### src/rtl/opmode_pkg.sv
package opmode_pkg;

  typedef enum logic [1:0] {
    ST_RUN   = 2'd0,
    ST_STOP  = 2'd1,
    ST_DELAY = 2'd2
  } wake_st_e;

  localparam int CFG_W    = 8;
  localparam int MODE_W   = 3;
  localparam int BIT_REMAP = 3;
  localparam int BIT_RAMA  = 4;
  localparam int BIT_DSEL  = 6;

  typedef struct packed {
    logic              dsel;
    logic              rama;
    logic              remap;
    logic [MODE_W-1:0] mode;
  } cfg_t;

endpackage

### src/rtl/opmode_rst_sync.sv
module opmode_rst_sync #(
  parameter int STAGES = 2
) (
  input  logic clk,
  input  logic rst_n,
  output logic rst_sync_n
);

  logic [STAGES-1:0] chain_q;

  always_ff @(posedge clk or negedge rst_n) begin
    if (!rst_n) begin
      chain_q <= '0;
    end else begin
      chain_q <= {chain_q[STAGES-2:0], 1'b1};
    end
  end

  assign rst_sync_n = chain_q[STAGES-1];

endmodule

### src/rtl/opmode_cfg_reg.sv
module opmode_cfg_reg
  import opmode_pkg::*;
#(
  parameter int          ADDR_W        = 16,
  parameter logic [ADDR_W-1:0] PROM_BASE     = 16'h2000,
  parameter logic [ADDR_W-1:0] RESET_VECTOR  = 16'h0000,
  parameter logic [ADDR_W-1:0] BOOT_ROM_BASE = 16'h0800
) (
  input  logic              clk,
  input  logic              rst_sync_n,
  input  logic [MODE_W-1:0] mode_pins,
  input  logic              cfg_we,
  input  logic [CFG_W-1:0]  cfg_wdata,
  output cfg_t              cfg,
  output logic [CFG_W-1:0]  cfg_rdata,
  output logic [ADDR_W-1:0] boot_addr
);

  logic [MODE_W-1:0] mode_q, mode_d;
  logic              remap_q, remap_d;
  logic              rama_q, rama_d;
  logic              dsel_q, dsel_d;

  // Mode field: loaded synchronously from the straps for as long as reset
  // is active, so it carries no asynchronous reset of its own.
  always_comb begin
    mode_d = mode_q;
    if (!rst_sync_n) begin
      mode_d = (mode_pins == '0) ? MODE_W'(1) : mode_pins;
    end else if (cfg_we) begin
      mode_d = cfg_wdata[MODE_W-1:0];
    end
  end

  always_ff @(posedge clk) begin
    mode_q <= mode_d;
  end

  always_comb begin
    remap_d = remap_q;
    rama_d  = rama_q;
    dsel_d  = dsel_q;
    if (cfg_we) begin
      remap_d = cfg_wdata[BIT_REMAP];
      rama_d  = cfg_wdata[BIT_RAMA];
      dsel_d  = cfg_wdata[BIT_DSEL];
    end
  end

  always_ff @(posedge clk or negedge rst_sync_n) begin
    if (!rst_sync_n) begin
      remap_q <= 1'b0;
      rama_q  <= 1'b0;
      dsel_q  <= 1'b0;
    end else begin
      remap_q <= remap_d;
      rama_q  <= rama_d;
      dsel_q  <= dsel_d;
    end
  end

  assign cfg.mode  = mode_q;
  assign cfg.remap = remap_q;
  assign cfg.rama  = rama_q;
  assign cfg.dsel  = dsel_q;

  always_comb begin
    cfg_rdata                 = '0;
    cfg_rdata[MODE_W-1:0]     = mode_q;
    cfg_rdata[BIT_REMAP]      = remap_q;
    cfg_rdata[BIT_RAMA]       = rama_q;
    cfg_rdata[BIT_DSEL]       = dsel_q;
  end

  always_comb begin
    case (mode_q)
      MODE_W'(0): boot_addr = RESET_VECTOR;
      MODE_W'(2): boot_addr = PROM_BASE;
      default:    boot_addr = BOOT_ROM_BASE;
    endcase
  end

endmodule

### src/rtl/opmode_stop_timer.sv
module opmode_stop_timer
  import opmode_pkg::*;
#(
  parameter int CNT_W     = 16,
  parameter int LONG_DLY  = 65535,
  parameter int SHORT_DLY = 8
) (
  input  logic clk,
  input  logic rst_sync_n,
  input  logic stop_req,
  input  logic wake_evt,
  input  logic dsel,
  output logic resume
);

  localparam logic [CNT_W-1:0] LONG_LD  = CNT_W'(LONG_DLY);
  localparam logic [CNT_W-1:0] SHORT_LD = CNT_W'(SHORT_DLY);

  wake_st_e          st_q, st_d;
  logic [CNT_W-1:0]  cnt_q, cnt_d;
  logic              pend_q, pend_d;
  logic              cnt_done;

  assign cnt_done = (cnt_q == '0);
  assign resume   = (st_q == ST_DELAY) && cnt_done;

  always_comb begin
    st_d   = st_q;
    cnt_d  = cnt_q;
    pend_d = pend_q;
    case (st_q)
      ST_RUN: begin
        if (stop_req || pend_q) begin
          st_d   = ST_STOP;
          pend_d = 1'b0;
        end
      end
      ST_STOP: begin
        if (wake_evt) begin
          st_d  = ST_DELAY;
          cnt_d = dsel ? SHORT_LD : LONG_LD;
        end
      end
      ST_DELAY: begin
        if (stop_req) begin
          pend_d = 1'b1;
        end
        if (cnt_done) begin
          st_d = ST_RUN;
        end else begin
          cnt_d = cnt_q - 1'b1;
        end
      end
      default: st_d = ST_RUN;
    endcase
  end

  always_ff @(posedge clk or negedge rst_sync_n) begin
    if (!rst_sync_n) begin
      st_q   <= ST_RUN;
      cnt_q  <= '0;
      pend_q <= 1'b0;
    end else begin
      st_q   <= st_d;
      cnt_q  <= cnt_d;
      pend_q <= pend_d;
    end
  end

endmodule

### src/rtl/opmode_ctrl.sv
module opmode_ctrl
  import opmode_pkg::*;
#(
  parameter int ADDR_W     = 16,
  parameter int CNT_W      = 16,
  parameter int LONG_DLY   = 65535,
  parameter int SHORT_DLY  = 8,
  parameter int RST_STAGES = 2
) (
  input  logic              clk,
  input  logic              rst_n,
  input  logic [2:0]        mode_pins,
  input  logic              cfg_we,
  input  logic [7:0]        cfg_wdata,
  output logic [7:0]        cfg_rdata,
  input  logic              stop_req,
  input  logic              wake_evt,
  output logic              resume,
  output logic [ADDR_W-1:0] boot_addr,
  output logic              prog_remap
);

  logic rst_sync_n;
  cfg_t cfg;

  opmode_rst_sync #(.STAGES(RST_STAGES)) u_rst (
    .clk        (clk),
    .rst_n      (rst_n),
    .rst_sync_n (rst_sync_n)
  );

  opmode_cfg_reg #(.ADDR_W(ADDR_W)) u_cfg (
    .clk        (clk),
    .rst_sync_n (rst_sync_n),
    .mode_pins  (mode_pins),
    .cfg_we     (cfg_we),
    .cfg_wdata  (cfg_wdata),
    .cfg        (cfg),
    .cfg_rdata  (cfg_rdata),
    .boot_addr  (boot_addr)
  );

  opmode_stop_timer #(
    .CNT_W     (CNT_W),
    .LONG_DLY  (LONG_DLY),
    .SHORT_DLY (SHORT_DLY)
  ) u_timer (
    .clk        (clk),
    .rst_sync_n (rst_sync_n),
    .stop_req   (stop_req),
    .wake_evt   (wake_evt),
    .dsel       (cfg.dsel),
    .resume     (resume)
  );

  assign prog_remap = cfg.remap;

endmodule

### config.mk
export PLATFORM = sky130hd
export DESIGN_NAME = opmode_ctrl
export DESIGN_NICKNAME = d
export VERILOG_FILES = /design/src/rtl/opmode_pkg.sv /design/src/rtl/opmode_rst_sync.sv /design/src/rtl/opmode_cfg_reg.sv /design/src/rtl/opmode_stop_timer.sv /design/src/rtl/opmode_ctrl.sv
export SDC_FILE = /design/constraint.sdc
export NUM_CORES = 1
export LEC_CHECK = 0
export ABC_AREA = 1
export ABC_CLOCK_PERIOD_IN_PS = 1300
export BUFFER_PORTS_ARGS = -buffer_cell sky130_fd_sc_hd__buf_2
export CAP_MARGIN = 10
export CORE_AREA = 2 2 110 59
export DETAILED_ROUTE_END_ITERATION = 8
export DIE_AREA = 0 0 112 61
export GPL_TIMING_DRIVEN = 0
export PLACE_DENSITY = 0.55
export SLEW_MARGIN = 20
export SYNTH_ARGS = -nofsm -noshare
export SYNTH_HDL_FRONTEND = slang
export SYNTH_SLANG_ARGS = --single-unit
### constraint.sdc
create_clock -name clk -period 1.3 [get_ports clk]
set_clock_uncertainty 0.2 [all_clocks]
set_input_delay 0.13 -clock clk [delete_from_list [all_inputs] [get_ports clk]]
set_output_delay 0.13 -clock clk [all_outputs]
set_load 0.03 [all_outputs]
* After elaboration in Yosys (flattened, before gate mapping)
Index checks and enable logic that the tools add are counted.
Widths: inputs -> output; s select.
** Cells by class
- Add/sub/neg operators :: 1
- Muxes and demuxes :: 15
- Eq/ne operators :: 9
- Reduce and logical (&&, ||, !) cells :: 11
** Operators with widths (number)
- $mux 16 :: 3
- $pmux 16 s2 :: 1
- $pmux 14 s2 :: 1
- $logic_not 16->1 :: 1
- $sub 16x1->16 const B :: 1
- $mux 3 :: 3
- $reduce_and 3->1 :: 3
- $ne 2x2->1 const B :: 4
- $logic_not 3->1 :: 2
- $mux 2 :: 3
- $pmux 2 s3 :: 1
- $ne 2x1->1 const B :: 2
- $reduce_bool 2->1 :: 2
- $eq 3x2->1 const B :: 1
- $eq 2x1->1 const B :: 1
- $eq 2x2->1 const B :: 1
- $logic_not 2->1 :: 1
- $mux 1 :: 2
- $pmux 1 s2 :: 1
- $logic_and 1x1->1 :: 1
- $logic_or 1x1->1 :: 1
** Word-level totals
- Output and inout bits :: 26
- Flip-flop bits (word level) :: 27
- Input bits :: 16
- Logic and storage cells :: 44

* Longest topological paths before layout
- Depth after elaboration :: 3
- Depth in mapped cells :: 10
- Gate-level depth less buffers :: 9

* Cells and area by module
Synthesis repeated with hierarchy kept, for this count alone.
** Second synthesis, totals
- Cells, all modules :: 232
- Area total of the unflattened synthesis :: 1761.7 um2
** Modules (own cells, without submodules)
- opmode_stop_timer :: area an instance 1249.9 um2, cells each 173, sequential area each 475.5 um2, times used 1
- opmode_cfg_reg :: area an instance 457.9 um2, cells each 56, sequential area each 165.2 um2, times used 1
- opmode_rst_sync :: area an instance 53.8 um2, cells each 3, sequential area each 50.0 um2, times used 1

* Worst setup path after synthesis
No wires, ideal clock.
- Path type :: register to output
- From :: reg u_timer.cnt_q[0]
- To :: out resume
- Path slack :: -0.699 ns
- Stages on the path, launching flop included :: 7
- Path buffers :: 0
- Arrival :: 1.669 ns
- Data required time :: 0.970 ns
- Cells stage by stage :: dfrtp_1 -> inv_1 -> ha_1 -> nand2_4 -> nor2_2 -> nand2_1 -> nor3_1
** Between the ends
- Cells in the longest elaborated chain, start to end :: 2
** RTL lines
- from (decl) :: RTL line opmode_stop_timer.sv:20 : logic [CNT_W-1:0] cnt_q, cnt_d;
- from (signal assigned) :: RTL line opmode_stop_timer.sv:65 : cnt_q <= cnt_d;
- $logic_not 16->1 :: RTL line opmode_stop_timer.sv:24 : assign cnt_done = (cnt_q == '0);
- $logic_and 1x1->1 :: RTL line opmode_stop_timer.sv:25 : assign resume = (st_q == ST_DELAY) && cnt_done;
- to (decl) :: RTL line opmode_ctrl.sv:18 : output logic resume,
No other way between the ends.

* Final worst setup path
- From :: reg u_timer.cnt_q[1]
- To :: reg u_timer.cnt_q[8]
** Between the ends
- Cells in the longest elaborated chain, start to end :: 3
- Elaborated cells on any way between the ends :: 6
- Classes of those cells :: add/sub: 1; eq/ne: 1; mux: 2; reduce/logical: 2
** RTL lines (RTL line)
- $sub 16x1->16 / $logic_not 16->1 (equally long branches) :: opmode_stop_timer.sv:51, opmode_stop_timer.sv:24
- $mux 16 / $ne 2x2->1 (equally long branches)
- $pmux 16 s2 / $reduce_and 3->1 (equally long branches)
Parallel ways exist; a longest one is shown, timed or not. The select of a mux whose other input is x is not followed.
A chain may end at the register's enable or synchronous reset.

==> out/qor.csv <==
stage;metric;value;unit
status;status;finished with violations;
status;violations;setup timing;
timing;setup_viol;20;
place;hpwl;2788;microns
timing;min_period;1827;ps
layout;fillers;577;
logic_synthesis;synth_warnings;0;
logic_synthesis;synth_area_per_cell;7.642;sq um
detailed_routing;routed_wl;4863;microns
hold_path;hold_path_depth;3;
detailed_routing;drc;0;
layout;instances_no_fill;381;
cts;cts_tree;yes;
hold_path;hold_class;primary input to flip-flop;
floorplan;fp.dieW;112;microns
layout;post-route-util;0.4611;
floorplan;num_io_pins;42;
critical_path;worst_setup_path_end_kind;flip-flop;
place;placed_cells;338;
global_routing;grt_pass1_vias;1458;
place;post-place-ws;-439.4;ps
critical_path;critPathArrivalTime;1780;ps
job;cap_viol_max_count;0;
timing;post-route-period-util;1.406;
logic_synthesis;synth_top_family_by_area;simple AND/OR/NAND/NOR gates;
detailed_routing;vias;1633;
global_routing;grt_usage;0.1460;
global_routing;grt-ovfl-total;0;
place;placed_area;0.002017;sq mm
logic_synthesis;synth-xor-area-share;0.005140;
place;portBuffers;23;
logic_synthesis;synthesis.area;0.001704;sq mm
critical_path;cp.required;1250;ps
layout;layout-drive-gt1-share;0.4638;
floorplan;initial_utilization;0.2910;
power;power_frac_seq;0.293;
cts;htree_levels;1;
power;swShare;0.4384;
power;p_leak;1.223;nW
logic_synthesis;async_flop_share;0.8889;
logic_synthesis;synth_compound_area_frac;0.1072;
logic_synthesis;synth-simple-area-share;0.3164;
global_routing;grt_max_degree;17;
critical_path;r2r_setup_slack;-530;ps
cts;clk-insertion-delay-late;270;ps
layout;diodes;0;
global_routing;grt_first_pass_wirelength;7555;microns
logic_synthesis;ys_seq_elements;27;
timing;timing.fmax;547.2;MHz
floorplan;die-area;0.006832;sq mm
global_routing;antenna_found_initial;0;
detailed_routing;detail_route.wl_per_cell;12.76;microns
timing;drv_slew;0;
critical_path;critPathKind;flip-flop to flip-flop;
timing;timing.final.ws_setup;-527.5;ps
layout;fin_area;0.002700;sq mm
cts;cts.clk_slew.worst_paths;70;ps
critical_path;ff2ff_path_depth;11;
cts;cts_buffers;3;
critical_path;startpoint_type;flip-flop;
detailed_routing;drt_iter0_drc;97;
power;cellPowerDensity;1912;mW/mm^2
critical_path;critPathMaxFanout;6;
cts;ctsRootBufferMaster;clkbuf_16;
layout;final_common_cell;nand2_1;
power;pwr-share-comb;0.566;
logic_synthesis;synthFlopType;dfrtp_1;
layout;layout.nets;322;
layout;area_growth;58.44;%
logic_synthesis;ys_seq_area_frac;0.4053;
logic_synthesis;synth.mux.area_fraction;0;
logic_synthesis;yosysUniqueCellTypes;29;
power;internal_power;0.002899;W
floorplan;core;0.005856;sq mm
detailed_routing;vias_per_cell;4.286;
detailed_routing;ant_nets;0;
power;p_clk_frac;0.141;
floorplan;die_h;61;microns
cts;cts.sinks;27;
cts;max-clock-path-buffers;2;
logic_synthesis;synth_adder_area_share;0.007342;
logic_synthesis;synth_cells;223;
power;ir_worst_vdd;842.3;uV
logic_synthesis;synth_edf_count;3;
detailed_routing;dr.pass1.iters;4;
timing;hold_ws;1.778;ps
floorplan;rows;20;
place;gp_congestion;0.8081;
timing;rsz0062_at_grt;true;
timing;hold_viol_final;0;
power;switching_power;0.002264;W
layout;final_cell_mix;nand2_1, buf_4, inv_1, dfrtp_1, buf_2;
layout make-up:
type | count | area, sq um | area share
inverter | 23 | 86.33 | 0.03197
sequential | 27 | 698.2 | 0.2586
timing repair buffer | 62 | 525.5 | 0.1946
buffer | 22 | 185.2 | 0.06858
multi-input combinational | 166 | 1028 | 0.3809
clock buffer | 3 | 75.07 | 0.02780
tap | 77 | 96.34 | 0.03568
clock inverter | 1 | 5.005 | 0.001854
worst paths after layout:
kind                                  start                end
min in group asynchronous  u_rst.chain_q[1]  u_timer.cnt_q[10]
setup reg to reg           u_timer.cnt_q[1]   u_timer.cnt_q[8]
hold reg to reg            u_rst.chain_q[1]  u_timer.cnt_q[10]
setup / recovery           u_timer.cnt_q[1]   u_timer.cnt_q[8]
max in group asynchronous  u_rst.chain_q[1]    u_timer.st_q[1]
hold / removal                 cfg_wdata[1]    u_cfg.mode_q[1]
synth_stat cells (3+ instances only):
library cell | n | area, sq um
a21oi_1 | 18 | 90.09
buf_4 | 19 | 142.6
buf_6 | 3 | 33.78
dfrtp_1 | 24 | 600.6
edfxtp_1 | 3 | 90.09
inv_1 | 22 | 82.58
nand2_1 | 46 | 172.7
nand2_4 | 3 | 33.78
nand3_1 | 13 | 65.06
nor2_1 | 34 | 127.6
nor2_2 | 8 | 50.05
nor2_4 | 3 | 33.78
o21ai_0 | 6 | 30.03
timing repair:
action,CTS,global route
hold buffers,10,1
setup buffers,20,7
resized for setup,40,29
endpoints found under the hold margin,17,2
endpoints found under the setup margin,27,24
pin swaps,11,8
gates cloned,2,0
stage by stage:
stage | power [W] | TNS [ps]
6_report | 0.005163 | -9092
5_1_grt | 0.005518 | -10590
4_1_cts | 0.004711 | -8248
3_5_place_dp | 0.003157 | -7008
3_3_place_gp | 0.003138 | -6914
2_1_floorplan | 0.002764 | -3698
power groups by stage:
| stage | combinational (W) | clock (W) | sequential [W] |
|---|---|---|---|
| final | 0.00292 | 0.000726 | 0.00151 |
| after global routing | 0.00317 | 0.000782 | 0.00156 |
| after CTS | 0.00249 | 0.000737 | 0.00148 |
| after detailed placement | 0.00163 | 0 | 0.00153 |
| after global placement | 0.00161 | 0 | 0.00153 |
| after floorplan | 0.00131 | 0 | 0.00146 |
worst max-delay path, stage by stage, from the launching register on:
cell     delay, ps
dfrtp_1        400
inv_2           90
ha_4           170
nand2_8         70
buf_12         130
nor2_4          80
nand2_2         70
nand2_4        120
nand2_8        100
buf_12         160
nor2_2          90
a21oi_2         40
metal layers:
| metal | routed length, microns | vias to the layer above | GRT usage |
|---|---|---|---|
| met2 | 2048 | 45 | 0.2190 |
| met1 | 2458 | 746 | 0.2134 |
| met5 | 0 | - | 0 |
| met4 | 38 | 0 | 0.02613 |
| met3 | 317 | 6 | 0.04196 |
| li1 | - | 836 | - |
flip-flops by register name, summed over array words and instances (netlist names):
signal	count
u_cfg.mode_q	3
u_cfg.dsel_q	1
u_timer.st_q	2
u_rst.chain_q	2
u_cfg.rama_q	1
u_cfg.remap_q	1
u_timer.cnt_q	16
u_timer.pend_q	1
kinds of logic (layout without fill, tap and decap cells):
logic type,after synthesis,in the layout
other,2,17
adders and majority gates,1,1
AOI/OAI and AO/OA,31,31
buffers and inverters,45,111
and+or+nand+nor,116,116
DFF,27,27
xor gates and xnor gates,1,1
No activity file was read; power rests on OpenSTA's default activity.
